### config.mk
export PLATFORM = sky130hd
export DESIGN_NAME = i2c_gpio_target
export DESIGN_NICKNAME = d
export VERILOG_FILES = /design/src/rtl/i2c_gpio_pkg.sv /design/src/rtl/i2c_line_sync.sv /design/src/rtl/i2c_target_engine.sv /design/src/rtl/gpio_ctrl_regs.sv /design/src/rtl/i2c_gpio_target.sv
export SDC_FILE = /design/constraint.sdc
export NUM_CORES = 1
export LEC_CHECK = 0
export ABC_AREA = 1
export BUFFER_PORTS_ARGS = -buffer_cell sky130_fd_sc_hd__buf_4
export CORE_UTILIZATION = 25
export CTS_CLUSTER_SIZE = 12
export DETAILED_ROUTE_END_ITERATION = 16
export HOLD_SLACK_MARGIN = 0.15
export SETUP_SLACK_MARGIN = 0.3
export SLEW_MARGIN = 20
export SYNTH_ARGS = -nofsm -noshare
export SYNTH_HDL_FRONTEND = slang
export SYNTH_SLANG_ARGS = --single-unit
### constraint.sdc
create_clock -name clk -period 12.7 [get_ports clk]
set_input_delay 3.81 -clock clk [delete_from_list [all_inputs] [get_ports clk]]
set_output_delay 3.81 -clock clk [all_outputs]
set_load 0.02 [all_outputs]
### src/rtl/i2c_gpio_pkg.sv
package i2c_gpio_pkg;

   localparam int unsigned NUM_REGS = 8;
   localparam int unsigned PTR_W    = $clog2(NUM_REGS);

   // register indices; order matters for pointer auto-increment
   localparam logic [PTR_W-1:0] IX_PINS    = 3'd0;
   localparam logic [PTR_W-1:0] IX_INVERT  = 3'd1;
   localparam logic [PTR_W-1:0] IX_HOLD    = 3'd2;
   localparam logic [PTR_W-1:0] IX_PULLEN  = 3'd3;
   localparam logic [PTR_W-1:0] IX_PULLUP  = 3'd4;
   localparam logic [PTR_W-1:0] IX_DIR     = 3'd5;
   localparam logic [PTR_W-1:0] IX_OUT     = 3'd6;
   localparam logic [PTR_W-1:0] IX_MASK    = 3'd7;

   typedef enum logic [2:0] {
      ST_IDLE,
      ST_RX,
      ST_ACK,
      ST_TX,
      ST_MACK
   } bus_st_e;

   typedef enum logic [1:0] {
      BK_ADDR,
      BK_CMD,
      BK_DATA
   } byte_kind_e;

endpackage

### src/rtl/i2c_line_sync.sv
module i2c_line_sync #(
   parameter int unsigned STAGES = 2
) (
   input  logic clk,
   input  logic arst_n,
   input  logic scl_in,
   input  logic sda_in,
   output logic scl_rise,
   output logic scl_fall,
   output logic start_det,
   output logic stop_det,
   output logic sda_lvl
);

   if (STAGES < 2) begin : g_bad_stages
      $error("i2c_line_sync: STAGES must be at least 2");
   end

   logic [STAGES-1:0] scl_sh;
   logic [STAGES-1:0] sda_sh;
   logic              scl_s;
   logic              sda_s;
   logic              scl_q;
   logic              sda_q;

   always_ff @(posedge clk or negedge arst_n) begin
      if (!arst_n) begin
         scl_sh <= '1;
         sda_sh <= '1;
         scl_q  <= 1'b1;
         sda_q  <= 1'b1;
      end else begin
         scl_sh <= {scl_sh[STAGES-2:0], scl_in};
         sda_sh <= {sda_sh[STAGES-2:0], sda_in};
         scl_q  <= scl_s;
         sda_q  <= sda_s;
      end
   end

   assign scl_s     = scl_sh[STAGES-1];
   assign sda_s     = sda_sh[STAGES-1];
   assign scl_rise  = scl_s & ~scl_q;
   assign scl_fall  = ~scl_s & scl_q;
   assign start_det = scl_s & scl_q & sda_q & ~sda_s;
   assign stop_det  = scl_s & scl_q & ~sda_q & sda_s;
   assign sda_lvl   = sda_s;

endmodule

### src/rtl/i2c_target_engine.sv
module i2c_target_engine
   import i2c_gpio_pkg::*;
#(
   parameter logic [6:0] ADDR_BASE = 7'h20,
   parameter logic [6:0] ALL_CALL  = 7'h68
) (
   input  logic             clk,
   input  logic             arst_n,
   input  logic             addr_sel,
   input  logic             scl_rise,
   input  logic             scl_fall,
   input  logic             start_det,
   input  logic             stop_det,
   input  logic             sda_lvl,
   input  logic [7:0]       rd_data,
   output logic [PTR_W-1:0] rd_idx,
   output logic             wr_en,
   output logic [PTR_W-1:0] wr_idx,
   output logic [7:0]       wr_data,
   output logic             sda_oe
);

   localparam int unsigned BYTE_BITS = 8;
   localparam int unsigned CNT_W     = $clog2(BYTE_BITS + 1);

   bus_st_e          st;
   byte_kind_e       kind;
   logic [CNT_W-1:0] bitcnt;
   logic [7:0]       shreg;
   logic             rw;
   logic [PTR_W-1:0] ptr;
   logic [6:0]       own_addr;
   logic             addr_hit;

   assign own_addr = ADDR_BASE | {6'd0, addr_sel};
   // broadcast address accepted only for writes
   assign addr_hit = (shreg[7:1] == own_addr) ||
                     ((shreg[7:1] == ALL_CALL) && !shreg[0]);
   assign rd_idx   = ptr;

   always_ff @(posedge clk or negedge arst_n) begin
      if (!arst_n) begin
         st      <= ST_IDLE;
         kind    <= BK_ADDR;
         bitcnt  <= '0;
         shreg   <= '0;
         rw      <= 1'b0;
         ptr     <= '0;
         sda_oe  <= 1'b0;
         wr_en   <= 1'b0;
         wr_idx  <= '0;
         wr_data <= '0;
      end else begin
         wr_en <= 1'b0;
         if (start_det) begin
            st     <= ST_RX;
            kind   <= BK_ADDR;
            bitcnt <= '0;
            sda_oe <= 1'b0;
         end else if (stop_det) begin
            st     <= ST_IDLE;
            sda_oe <= 1'b0;
         end else begin
            unique case (st)
               ST_RX: begin
                  if (scl_rise) begin
                     shreg  <= {shreg[6:0], sda_lvl};
                     bitcnt <= bitcnt + 1'b1;
                  end else if (scl_fall && bitcnt == CNT_W'(BYTE_BITS)) begin
                     unique case (kind)
                        BK_ADDR: begin
                           if (addr_hit) begin
                              rw     <= shreg[0];
                              st     <= ST_ACK;
                              sda_oe <= 1'b1;
                           end else begin
                              st <= ST_IDLE;
                           end
                        end
                        BK_CMD: begin
                           ptr    <= shreg[PTR_W-1:0];
                           kind   <= BK_DATA;
                           st     <= ST_ACK;
                           sda_oe <= 1'b1;
                        end
                        default: begin
                           wr_en   <= 1'b1;
                           wr_idx  <= ptr;
                           wr_data <= shreg;
                           ptr     <= ptr + 1'b1;
                           st      <= ST_ACK;
                           sda_oe  <= 1'b1;
                        end
                     endcase
                  end
               end
               ST_ACK: begin
                  if (scl_fall) begin
                     bitcnt <= '0;
                     if (rw) begin
                        shreg  <= rd_data;
                        ptr    <= ptr + 1'b1;
                        sda_oe <= ~rd_data[7];
                        st     <= ST_TX;
                     end else begin
                        sda_oe <= 1'b0;
                        st     <= ST_RX;
                        if (kind == BK_ADDR) kind <= BK_CMD;
                     end
                  end
               end
               ST_TX: begin
                  if (scl_fall) begin
                     if (bitcnt == CNT_W'(BYTE_BITS - 1)) begin
                        sda_oe <= 1'b0;
                        st     <= ST_MACK;
                     end else begin
                        shreg  <= {shreg[6:0], 1'b0};
                        sda_oe <= ~shreg[6];
                        bitcnt <= bitcnt + 1'b1;
                     end
                  end
               end
               ST_MACK: begin
                  if (scl_rise && sda_lvl) begin
                     st <= ST_IDLE;
                  end else if (scl_fall) begin
                     shreg  <= rd_data;
                     ptr    <= ptr + 1'b1;
                     sda_oe <= ~rd_data[7];
                     bitcnt <= '0;
                     st     <= ST_TX;
                  end
               end
               default: begin
                  sda_oe <= 1'b0;
               end
            endcase
         end
      end
   end

endmodule

### src/rtl/gpio_ctrl_regs.sv
module gpio_ctrl_regs
   import i2c_gpio_pkg::*;
#(
   parameter int unsigned W = 8
) (
   input  logic             clk,
   input  logic             arst_n,
   input  logic             wr_en,
   input  logic [PTR_W-1:0] wr_idx,
   input  logic [7:0]       wr_data,
   input  logic [PTR_W-1:0] rd_idx,
   input  logic [W-1:0]     gpio_in,
   output logic [7:0]       rd_data,
   output logic [W-1:0]     dir_o,
   output logic [W-1:0]     out_o,
   output logic [W-1:0]     invert_o,
   output logic [W-1:0]     hold_en_o,
   output logic [W-1:0]     pull_en_o,
   output logic [W-1:0]     pull_up_o,
   output logic [W-1:0]     irq_mask_o
);

   logic [W-1:0] bank [1:NUM_REGS-1];
   logic [W-1:0] pin_s1;
   logic [W-1:0] pin_s2;
   logic [W-1:0] pin_view;
   logic [W-1:0] rd_word;

   for (genvar r = 1; r < NUM_REGS; r++) begin : g_reg
      localparam logic [W-1:0] RST_VAL =
         ((PTR_W'(r) == IX_DIR) || (PTR_W'(r) == IX_MASK)) ? '1 : '0;
      always_ff @(posedge clk or negedge arst_n) begin
         if (!arst_n) begin
            bank[r] <= RST_VAL;
         end else if (wr_en && wr_idx == PTR_W'(r)) begin
            bank[r] <= wr_data[W-1:0];
         end
      end
   end

   always_ff @(posedge clk or negedge arst_n) begin
      if (!arst_n) begin
         pin_s1 <= '0;
         pin_s2 <= '0;
      end else begin
         pin_s1 <= gpio_in;
         pin_s2 <= pin_s1;
      end
   end

   assign pin_view = pin_s2 ^ bank[IX_INVERT];

   always_comb begin
      if (rd_idx == IX_PINS) rd_word = pin_view;
      else                   rd_word = bank[rd_idx];
   end

   assign rd_data    = 8'(rd_word);
   assign invert_o   = bank[IX_INVERT];
   assign hold_en_o  = bank[IX_HOLD];
   assign pull_en_o  = bank[IX_PULLEN];
   assign pull_up_o  = bank[IX_PULLUP];
   assign dir_o      = bank[IX_DIR];
   assign out_o      = bank[IX_OUT];
   assign irq_mask_o = bank[IX_MASK];

endmodule

### src/rtl/i2c_gpio_target.sv
module i2c_gpio_target
   import i2c_gpio_pkg::*;
#(
   parameter int unsigned W           = 8,
   parameter int unsigned SYNC_STAGES = 2,
   parameter logic [6:0]  ADDR_BASE   = 7'h20,
   parameter logic [6:0]  ALL_CALL    = 7'h68
) (
   input  logic         clk,
   input  logic         por_n,
   input  logic         rst_n,
   input  logic         addr_sel,
   input  logic         scl_in,
   input  logic         sda_in,
   output logic         sda_oe,
   input  logic [W-1:0] gpio_in,
   output logic [W-1:0] dir_o,
   output logic [W-1:0] out_o,
   output logic [W-1:0] invert_o,
   output logic [W-1:0] hold_en_o,
   output logic [W-1:0] pull_en_o,
   output logic [W-1:0] pull_up_o,
   output logic [W-1:0] irq_mask_o
);

   if (W < 1 || W > 8) begin : g_bad_width
      $error("i2c_gpio_target: W must be 1..8");
   end
   if (ADDR_BASE[0] != 1'b0) begin : g_bad_base
      $error("i2c_gpio_target: ADDR_BASE LSB is taken by the strap");
   end
   if (ALL_CALL[6:1] == ADDR_BASE[6:1]) begin : g_bad_call
      $error("i2c_gpio_target: broadcast address overlaps individual pair");
   end

   logic             arst_n;
   logic             scl_rise;
   logic             scl_fall;
   logic             start_det;
   logic             stop_det;
   logic             sda_lvl;
   logic [7:0]       rd_data;
   logic [PTR_W-1:0] rd_idx;
   logic             wr_en;
   logic [PTR_W-1:0] wr_idx;
   logic [7:0]       wr_data;

   assign arst_n = por_n & rst_n;

   i2c_line_sync #(
      .STAGES (SYNC_STAGES)
   ) u_sync (
      .clk       (clk),
      .arst_n    (arst_n),
      .scl_in    (scl_in),
      .sda_in    (sda_in),
      .scl_rise  (scl_rise),
      .scl_fall  (scl_fall),
      .start_det (start_det),
      .stop_det  (stop_det),
      .sda_lvl   (sda_lvl)
   );

   i2c_target_engine #(
      .ADDR_BASE (ADDR_BASE),
      .ALL_CALL  (ALL_CALL)
   ) u_engine (
      .clk       (clk),
      .arst_n    (arst_n),
      .addr_sel  (addr_sel),
      .scl_rise  (scl_rise),
      .scl_fall  (scl_fall),
      .start_det (start_det),
      .stop_det  (stop_det),
      .sda_lvl   (sda_lvl),
      .rd_data   (rd_data),
      .rd_idx    (rd_idx),
      .wr_en     (wr_en),
      .wr_idx    (wr_idx),
      .wr_data   (wr_data),
      .sda_oe    (sda_oe)
   );

   gpio_ctrl_regs #(
      .W (W)
   ) u_regs (
      .clk        (clk),
      .arst_n     (arst_n),
      .wr_en      (wr_en),
      .wr_idx     (wr_idx),
      .wr_data    (wr_data),
      .rd_idx     (rd_idx),
      .gpio_in    (gpio_in),
      .rd_data    (rd_data),
      .dir_o      (dir_o),
      .out_o      (out_o),
      .invert_o   (invert_o),
      .hold_en_o  (hold_en_o),
      .pull_en_o  (pull_en_o),
      .pull_up_o  (pull_up_o),
      .irq_mask_o (irq_mask_o)
   );

endmodule

==> impl_summary.log, run 1 <==
INFO  metric run_status = completed
INFO  metric clockPowerShare = 24.7%
INFO  metric synth_instances = 675
INFO  metric share_seq_of_total_power = 39.2%
INFO  metric boundary_pin_count = 71
INFO  metric count_of_nets_after_finishing = 755
INFO  metric grtUsageTotal = 13.9%
INFO  metric mux_cell_area_share_after_synthesis = 0%
INFO  metric tns = 0 ps
INFO  metric yosys.area_share.simple = 28.7%
INFO  metric clock_tree_from_tritoncts = yes
INFO  metric maximum_number_of_pins_on_one_net_before_global_route_repair = 81
INFO  metric dominant_combinational_cell_family_by_area_after_synthesis = simple AND/OR/NAND/NOR gates
INFO  metric initial_utilization = 25.5%
INFO  metric slew_violations = 0
INFO  metric critical_path.startpoint_type = flop
INFO  metric dp_cells = 1001
INFO  metric gr-total-overflow = 0
INFO  metric clock_path_buffers = 2
INFO  metric post_cts.resized_instances = 0
INFO  metric fmax = 0.205 GHz
INFO  metric vias = 4561
INFO  metric layout.cell_area.non_filler = 6400 sq um
INFO  metric biggest_area_consumer_among_synthesized_cells = sky130_fd_sc_hd__dfrtp_1
INFO  metric drc = 0
INFO  metric final_util = 30.6%
INFO  metric critical_path_class = reg2out
INFO  metric cp_data_required_time = 8890 ps
INFO  metric r2r_setup_slack = 9750 ps
INFO  metric netlist_area = 5340 sq um
INFO  metric whs_endpoint = u_regs.pin_s2[2]$_DFF_PN0_
INFO  metric totalWireLength = 14400 um
INFO  metric die_w = 148 um
INFO  metric endpoint_class_of_the_critical_path = primary output
INFO  metric synth_largest_type_area_fraction = 42.2%
INFO  metric power_switching = 442 uW
INFO  metric die_footprint = 21900 sq um
INFO  metric cell_internal_pwr = 649 uW
INFO  metric synth-adder-area-share = 0.938%
INFO  metric layout_worst_path_cycle_share = 38.5%
INFO  metric power-per-cell-area = 170 nW/um^2
INFO  metric post_layout_nonfiller_instances = 1017
INFO  metric timing.rr.start = u_engine.rd_idx[1]$_DFFE_PN0P_
INFO  metric number_of_buffers_added_by_the_clock_tree_synthesis_step = 9
INFO  metric vdd_drop_max = 84.4 uV
INFO  metric crit_path_max_incr_delay = 570 ps
INFO  metric first_iter_violations = 349
INFO  metric cpMaxStageDelayCell = sky130_fd_sc_hd__dfstp_2
INFO  metric cts.sinks = 112
INFO  metric fin_worst_skew = 13.0 ps
INFO  metric synth_xor_xnor_area_share = 0.328%
INFO  metric finalWeightedCongestion = 0.848
INFO  metric cp_cell_sequence = buf_4
INFO  metric setup_viol = 0
INFO  metric syn_to_final_growth = 20.1%
INFO  metric antenna_left = 0
INFO  metric synth-compound-area-share = 11.3%
INFO  metric reg2reg_depth = 8
INFO  metric cts.repair_timing.setup_buffer_count = 0
INFO  metric critical_path_peak_fanout = 3
INFO  metric synth_sequential_area_ratio = 53.0%
INFO  metric clk_transition_reported_paths = 70 ps
INFO  metric power = 1090 uW
INFO  metric detailed_routing_iterations_pass_1 = 5
INFO  metric rsz0062_at_grt = no
INFO  metric clkLatencyLatePin = 360 ps
INFO  metric worst_slew_margin_rel = 37.2%
INFO  metric dp.final_hpwl = 10200 um
INFO  metric timing.hold.worst.class = reg2reg
INFO  metric antenna_cells_inserted = 0
INFO  metric holdCritStartpoint = u_regs.pin_s1[2]$_DFF_PN0_
INFO  metric placedInstanceArea = 6130 sq um
INFO  metric chipHeight = 148 um
INFO  metric worstPathBufferInverterCount = 1
INFO  metric timing.hold.worst_path_depth = 0
INFO  metric grt_first_pass_wirelength = 23500 um
INFO  metric proportion_of_layout_cells_with_a_drive_suffix_above_1 = 18.6%
INFO  metric detail_route.vias_per_cell = 4.48
INFO  metric report.final.hold_viol_count = 0
INFO  metric cts.htree.levels = 3
INFO  metric worstMarginPinSlew = 937 ps
INFO  metric syn-num-nets = 693
INFO  metric period_minus_slack = 4880 ps
INFO  metric ys_warn_count = 0
INFO  metric combinationalPowerShare = 36.1%
INFO  metric num-fill-cells = 2297
INFO  metric post_cts_hold_buffer_count = 0
INFO  metric grt_pass1_vias = 4328
INFO  metric synth-seq-cells = 112
INFO  metric post_synth.cell_area_avg = 7.90 sq um
INFO  metric floorplan.rows = 53
INFO  metric worstReg2RegEnd = u_engine.sda_oe$_DFFE_PN0P_
INFO  metric placement.io_buffers = 70
INFO  metric total_leakage_power = 0.00306 uW
INFO  metric worst_path_dominant_cell_family = flip-flops
INFO  metric routedWlPerCell = 14.2 um
INFO  metric p_sw_share = 40.5%
INFO  metric synth_cell_type_count = 31
INFO  metric yosys-top-cells-area = sky130_fd_sc_hd__dfrtp_1 (42%), sky130_fd_sc_hd__nand2_1 (15%), sky130_fd_sc_hd__dfstp_2 (11%)
INFO  metric worst-endpoint-arrival = 1070 ps
INFO  metric maxCapViolations = 0
INFO  metric grt_antenna_before_repair = 0
INFO  metric floorplan.core_area = 21000 sq um
INFO  metric root_buffer = sky130_fd_sc_hd__clkbuf_16
kinds of logic (layout without fill, tap and decap cells):
family                     after synthesis  count (layout)
and+or+nand+nor                        363             363
AOI/OAI and AO/OA                      117             117
DFF                                    112             112
buffers and inverters                   77             144
adders and majority gates                4               4
xor gates and xnor gates                 2               2
final cells by class:
| cell class | count | area (sq um) | share of cell area (%) |
|---|---|---|---|
| Clock buffer | 13 | 250 | 3.91 |
| Clock inverter | 3 | 22.5 | 0.352 |
| Inverter | 56 | 215 | 3.36 |
| Multi-Input combinational cell | 486 | 2200 | 34.3 |
| Sequential cell | 112 | 2830 | 44.2 |
| Tap cell | 275 | 344 | 5.37 |
| Timing Repair Buffer | 72 | 544 | 8.50 |
worst max-delay path by stage:
stage,from,to,slack [ps],cells after the start
after floorplan,por_n,u_engine.bitcnt[0]$_DFFE_PN0P_,5930,2
after global placement,por_n,u_regs.pull_up_o[0]$_DFFE_PN0P_,7350,4
after detailed placement,por_n,u_regs.pull_up_o[0]$_DFFE_PN0P_,7360,4
after CTS,por_n,u_regs.pull_up_o[0]$_DFFE_PN0P_,7740,4
after global routing,u_regs.irq_mask_o[0]$_DFFE_PN1P_,irq_mask_o[0],7790,1
final,u_regs.irq_mask_o[0]$_DFFE_PN1P_,irq_mask_o[0],7820,1
sequential cells by signal, indices dropped and copies added (netlist names), 2 cells and up:
signal             count
u_regs.out_o           8
u_engine.st            3
u_engine.wr_data       8
u_regs.pin_s1          8
u_regs.pull_up_o       8
u_engine.wr_idx        3
u_regs.hold_en_o       8
u_engine.rd_idx        3
u_regs.invert_o        8
u_regs.pin_s2          8
u_engine.kind          2
u_engine.bitcnt        4
u_regs.pull_en_o       8
u_regs.irq_mask_o      8
u_regs.dir_o           8
u_sync.sda_sh          2
u_sync.scl_sh          2
u_engine.shreg         8
routing by layer:
layer	vias to the layer above	wire, um	global-route usage (%)
met5	-	0	0
met4	0	207	3.97
met3	14	724	3.40
met2	110	6270	20.0
met1	2145	7200	20.5
li1	2292	-	-
cell usage in the layout, fill, tap and decap left out, drive strengths merged, types with 8 or more instances in the layout:
| cell type | Yosys | routed |
|---|---|---|
| o21ai | 100 | 100 |
| dfstp | 22 | 22 |
| clkbuf | 13 | 13 |
| or2 | 8 | 8 |
| nor2 | 70 | 70 |
| nand2 | 223 | 223 |
| nand3 | 54 | 54 |
| a21oi | 15 | 15 |
| dfrtp | 90 | 90 |
| buf | 8 | 72 |
| inv | 56 | 58 |
per-stage QoR:
| step | setup WS [ps] | hold slack, ps |
|---|---|---|
| floorplan | 5930 | 331 |
| global placement | 7350 | 333 |
| detailed placement | 7360 | 335 |
| CTS | 7740 | 350 |
| global route | 7790 | 362 |
| finish | 7820 | 349 |
cell usage after synthesis:
| cell type | instances |
|---|---|
| sky130_fd_sc_hd__ha_1 | 4 |
| sky130_fd_sc_hd__nand3_1 | 50 |
| sky130_fd_sc_hd__clkbuf_1 | 13 |
| sky130_fd_sc_hd__xnor2_1 | 1 |
| sky130_fd_sc_hd__nand2_2 | 4 |
| sky130_fd_sc_hd__nor3_2 | 1 |
| sky130_fd_sc_hd__dfstp_2 | 22 |
| sky130_fd_sc_hd__o21ai_1 | 18 |
| sky130_fd_sc_hd__nor2_4 | 1 |
| sky130_fd_sc_hd__inv_2 | 8 |
| sky130_fd_sc_hd__nand3_2 | 3 |
| sky130_fd_sc_hd__a21oi_4 | 1 |
| sky130_fd_sc_hd__inv_1 | 47 |
| sky130_fd_sc_hd__a211o_1 | 1 |
| sky130_fd_sc_hd__nand3b_1 | 1 |
| sky130_fd_sc_hd__or2_2 | 8 |
| sky130_fd_sc_hd__a21oi_1 | 14 |
| sky130_fd_sc_hd__nor2_1 | 68 |
| sky130_fd_sc_hd__o21ai_0 | 82 |
| sky130_fd_sc_hd__nand2_1 | 219 |
| sky130_fd_sc_hd__nand3_4 | 1 |
| sky130_fd_sc_hd__o22ai_1 | 1 |
| sky130_fd_sc_hd__inv_4 | 1 |
| sky130_fd_sc_hd__buf_1 | 1 |
| sky130_fd_sc_hd__nand4_2 | 1 |
| sky130_fd_sc_hd__xor2_1 | 1 |
| sky130_fd_sc_hd__dfrtp_1 | 90 |
| sky130_fd_sc_hd__nor2_2 | 1 |
| sky130_fd_sc_hd__nand4_1 | 5 |
| sky130_fd_sc_hd__buf_6 | 1 |
| sky130_fd_sc_hd__buf_2 | 6 |
power groups by stage:
| stage | registers, uW | clock network, uW | logic [uW] |
|---|---|---|---|
| floorplan | 415 | 0 | 315 |
| global placement | 434 | 0 | 390 |
| detailed placement | 434 | 0 | 393 |
| CTS | 428 | 276 | 394 |
| global route | 433 | 293 | 450 |
| finish | 428 | 270 | 394 |
No activity file was read; power rests on OpenSTA's default activity.
==> inputs of run 2 (changes only) <==
==> constraint.sdc (replaced) <==
create_clock -name clk -period 4.7 [get_ports clk]
set_input_delay 1.41 -clock clk [delete_from_list [all_inputs] [get_ports clk]]
set_output_delay 1.41 -clock clk [all_outputs]
set_load 0.02 [all_outputs]
==> impl_summary.log, run 2 (same netlist as run 1, synthesis figures left out) <==
INFO  metric number_of_buffers_added_by_the_clock_tree_synthesis_step = 9 (unchanged)
INFO  metric cts.repair_timing.setup_buffer_count = 0 (unchanged)
INFO  metric critical_path.startpoint_type = flop
INFO  metric grtUsageTotal = 13.7% (-0.26 points)
INFO  metric least_setup_slack_across_all_paths_after_layout = 2090 ps (-5730 ps)
INFO  metric totalWireLength = 14400 um (-0.37%)
INFO  metric whs_endpoint = u_regs.pin_s2[0]$_DFF_PN0_
INFO  metric cts.sinks = 112 (unchanged)
INFO  metric grt_first_pass_wirelength = 23100 um (-1.9%)
INFO  metric routedWlPerCell = 14.1 um (-0.37%)
INFO  metric syn_to_final_growth = 20.4%
INFO  metric count_of_nets_after_finishing = 755 (unchanged)
INFO  metric die_footprint = 21900 sq um (unchanged)
INFO  metric clock_path_buffers = 2 (unchanged)
INFO  metric root_buffer = sky130_fd_sc_hd__clkbuf_16
INFO  metric clock_tree_from_tritoncts = yes
INFO  metric chipHeight = 148 um (unchanged)
INFO  metric power-per-cell-area = 458 nW/um^2 (+170%)
INFO  metric fin_worst_skew = 11.9 ps (-1.12 ps)
INFO  metric r2r_setup_slack = 2090 ps (-7660 ps)
INFO  metric tns = 0 ps (unchanged)
INFO  metric final_worst_hold_slack = 351 ps (+2.13 ps)
INFO  metric period_minus_slack = 2610 ps
INFO  metric run_status = completed
INFO  metric mostFrequentLayoutCell = sky130_fd_sc_hd__nand2_1
INFO  metric critical_path_class = reg2reg
INFO  metric gr-total-overflow = 0 (unchanged)
INFO  metric detailed_routing_iterations_pass_1 = 4 (-1)
INFO  metric boundary_pin_count = 71 (unchanged)
INFO  metric setup_viol = 0 (unchanged)
INFO  metric total_leakage_power = 0.00306 uW (about the same)
INFO  metric placedInstanceArea = 6140 sq um (+0.20%)
INFO  metric worst-endpoint-arrival = 2910 ps (+1840 ps)
INFO  metric vdd_drop_max = 216 uV (+160%)
INFO  metric placement.io_buffers = 70 (unchanged)
INFO  metric layout.cell_area.non_filler = 6420 sq um (+0.29%)
INFO  metric layout_worst_path_cycle_share = 55.6%
INFO  metric grt_pass1_vias = 4191 (-3.2%)
INFO  metric floorplan.core_area = 21000 sq um (unchanged)
INFO  metric reg2reg_depth = 9 (+1)
INFO  metric endpoint_class_of_the_critical_path = flop
INFO  metric fmax = 0.383 GHz
INFO  metric maxCapViolations = 0 (unchanged)
INFO  metric dp.final_hpwl = 10400 um (+1.5%)
INFO  metric post_cts_hold_buffer_count = 0 (unchanged)
INFO  metric timing.hold.worst_path_depth = 0 (unchanged)
INFO  metric final_util = 30.7% (+0.090 points)
INFO  metric rsz0062_at_grt = no
INFO  metric timing.hold.worst.class = reg2reg
INFO  metric maximum_number_of_pins_on_one_net_before_global_route_repair = 62 (-23%)
INFO  metric proportion_of_layout_cells_with_a_drive_suffix_above_1 = 18.7% (+0.13 points)
INFO  metric most_frequent_cells_in_the_layout = sky130_fd_sc_hd__nand2_1 (219), sky130_fd_sc_hd__dfrtp_1 (90), sky130_fd_sc_hd__o21ai_0 (82)
INFO  metric grt_antenna_before_repair = 0 (unchanged)
INFO  metric cts.htree.levels = 3 (unchanged)
INFO  metric detail_route.vias_per_cell = 4.44 (-1.0%)
INFO  metric cp_data_required_time = 4990 ps (-3900 ps)
INFO  metric timing.rr.start = u_engine.rd_idx[1]$_DFFE_PN0P_
INFO  metric finalWeightedCongestion = 0.845 (-0.34%)
INFO  metric first_iter_violations = 363 (+4.0%)
INFO  metric antenna_cells_inserted = 0 (unchanged)
INFO  metric die_w = 148 um (unchanged)
INFO  metric post_cts.resized_instances = 0 (unchanged)
INFO  metric worstMarginPinSlew = 910 ps (-27.8 ps)
INFO  metric report.final.hold_viol_count = 0 (unchanged)
INFO  metric slew_violations = 0 (unchanged)
INFO  metric critical_path_peak_fanout = 23 (+20)
INFO  metric worst_slew_margin_rel = 39.0% (+1.9 points)
INFO  metric post-place-ws = 2160 ps (-5200 ps)
INFO  metric initial_utilization = 25.5% (unchanged)
INFO  metric drc = 0 (unchanged)
INFO  metric antenna_left = 0 (unchanged)
INFO  metric vias = 4514 (-1.0%)
INFO  metric clk_transition_reported_paths = 80 ps (about the same)
INFO  metric holdCritStartpoint = u_regs.pin_s1[0]$_DFF_PN0_
INFO  metric worstReg2RegEnd = u_engine.shreg[7]$_DFFE_PN0P_
INFO  metric clkLatencyLatePin = 360 ps (about the same)
INFO  metric floorplan.rows = 53 (unchanged)
run 2: changes by cell type in the layout (fill, tap and decap cells not counted):
cell                         delta
sky130_fd_sc_hd__buf_6          -1
sky130_fd_sc_hd__clkbuf_1       -1
sky130_fd_sc_hd__buf_12         +1
sky130_fd_sc_hd__clkbuf_8       -1
sky130_fd_sc_hd__clkinvlp_4     +1
sky130_fd_sc_hd__clkinv_2       -1
sky130_fd_sc_hd__clkinv_8       +1
sky130_fd_sc_hd__inv_6          +1
run 2: through the flow:
stage                     total power [uW]  instances
after floorplan                       1970        675
after global placement                2200       1001
after detailed placement              2210       1001
after CTS                             2960       1017
after global routing                  3170       1017
final                                 2940       1017
run 2: worst max-delay path, cell delays in order (launching register included):
cell	delay (ps)
sky130_fd_sc_hd__dfrtp_1	840
sky130_fd_sc_hd__inv_1	430
sky130_fd_sc_hd__ha_1	330
sky130_fd_sc_hd__nor2_1	420
sky130_fd_sc_hd__nand2_1	170
sky130_fd_sc_hd__nand3_1	100
sky130_fd_sc_hd__nand2_1	50
sky130_fd_sc_hd__o21ai_0	80
sky130_fd_sc_hd__nand2_1	70
sky130_fd_sc_hd__nand2_1	50
run 2: metal layers:
layer	GRT usage [%]	up-vias	routed length [um]	share of wire, %
li1	-	2282	-	-
met1	19.4	2105	6920	48
met4	4.48	0	189	1.3
met5	0	-	0	0
met3	2.98	13	806	5.6
met2	20.5	114	6430	45
run 2: where the power goes:
part | internal, uW | leakage [uW] | switching [uW] | total, uW
clock | 371 | 0.000134 | 373 | 744
sequential | 1040 | 0.00143 | 112 | 1150
combinational | 333 | 0.00150 | 713 | 1050
total | 1750 | 0.00306 | 1200 | 2940
run 2: how the worst max path moves through the flow:
stage / startpoint / end / cells after the start
6_report: u_engine.rd_idx[1]$_DFFE_PN0P_ / u_engine.shreg[7]$_DFFE_PN0P_ / 9
5_1_grt: u_engine.rd_idx[0]$_DFFE_PN0P_ / u_engine.shreg[7]$_DFFE_PN0P_ / 11
4_1_cts: u_engine.rd_idx[0]$_DFFE_PN0P_ / u_engine.shreg[7]$_DFFE_PN0P_ / 11
3_5_place_dp: u_engine.rd_idx[0]$_DFFE_PN0P_ / u_engine.sda_oe$_DFFE_PN0P_ / 10
3_3_place_gp: u_engine.rd_idx[0]$_DFFE_PN0P_ / u_engine.sda_oe$_DFFE_PN0P_ / 10
2_1_floorplan: por_n / u_engine.bitcnt[0]$_DFFE_PN0P_ / 2
run 2: layout make-up:
class | instances | area (sq um)
Clock inverter | 5 | 50.0
Timing Repair Buffer | 72 | 553
Clock buffer | 11 | 233
Multi-Input combinational cell | 486 | 2200
Sequential cell | 112 | 2830
Inverter | 56 | 215
Tap cell | 275 | 344
Fill cell | 2290 | 14500
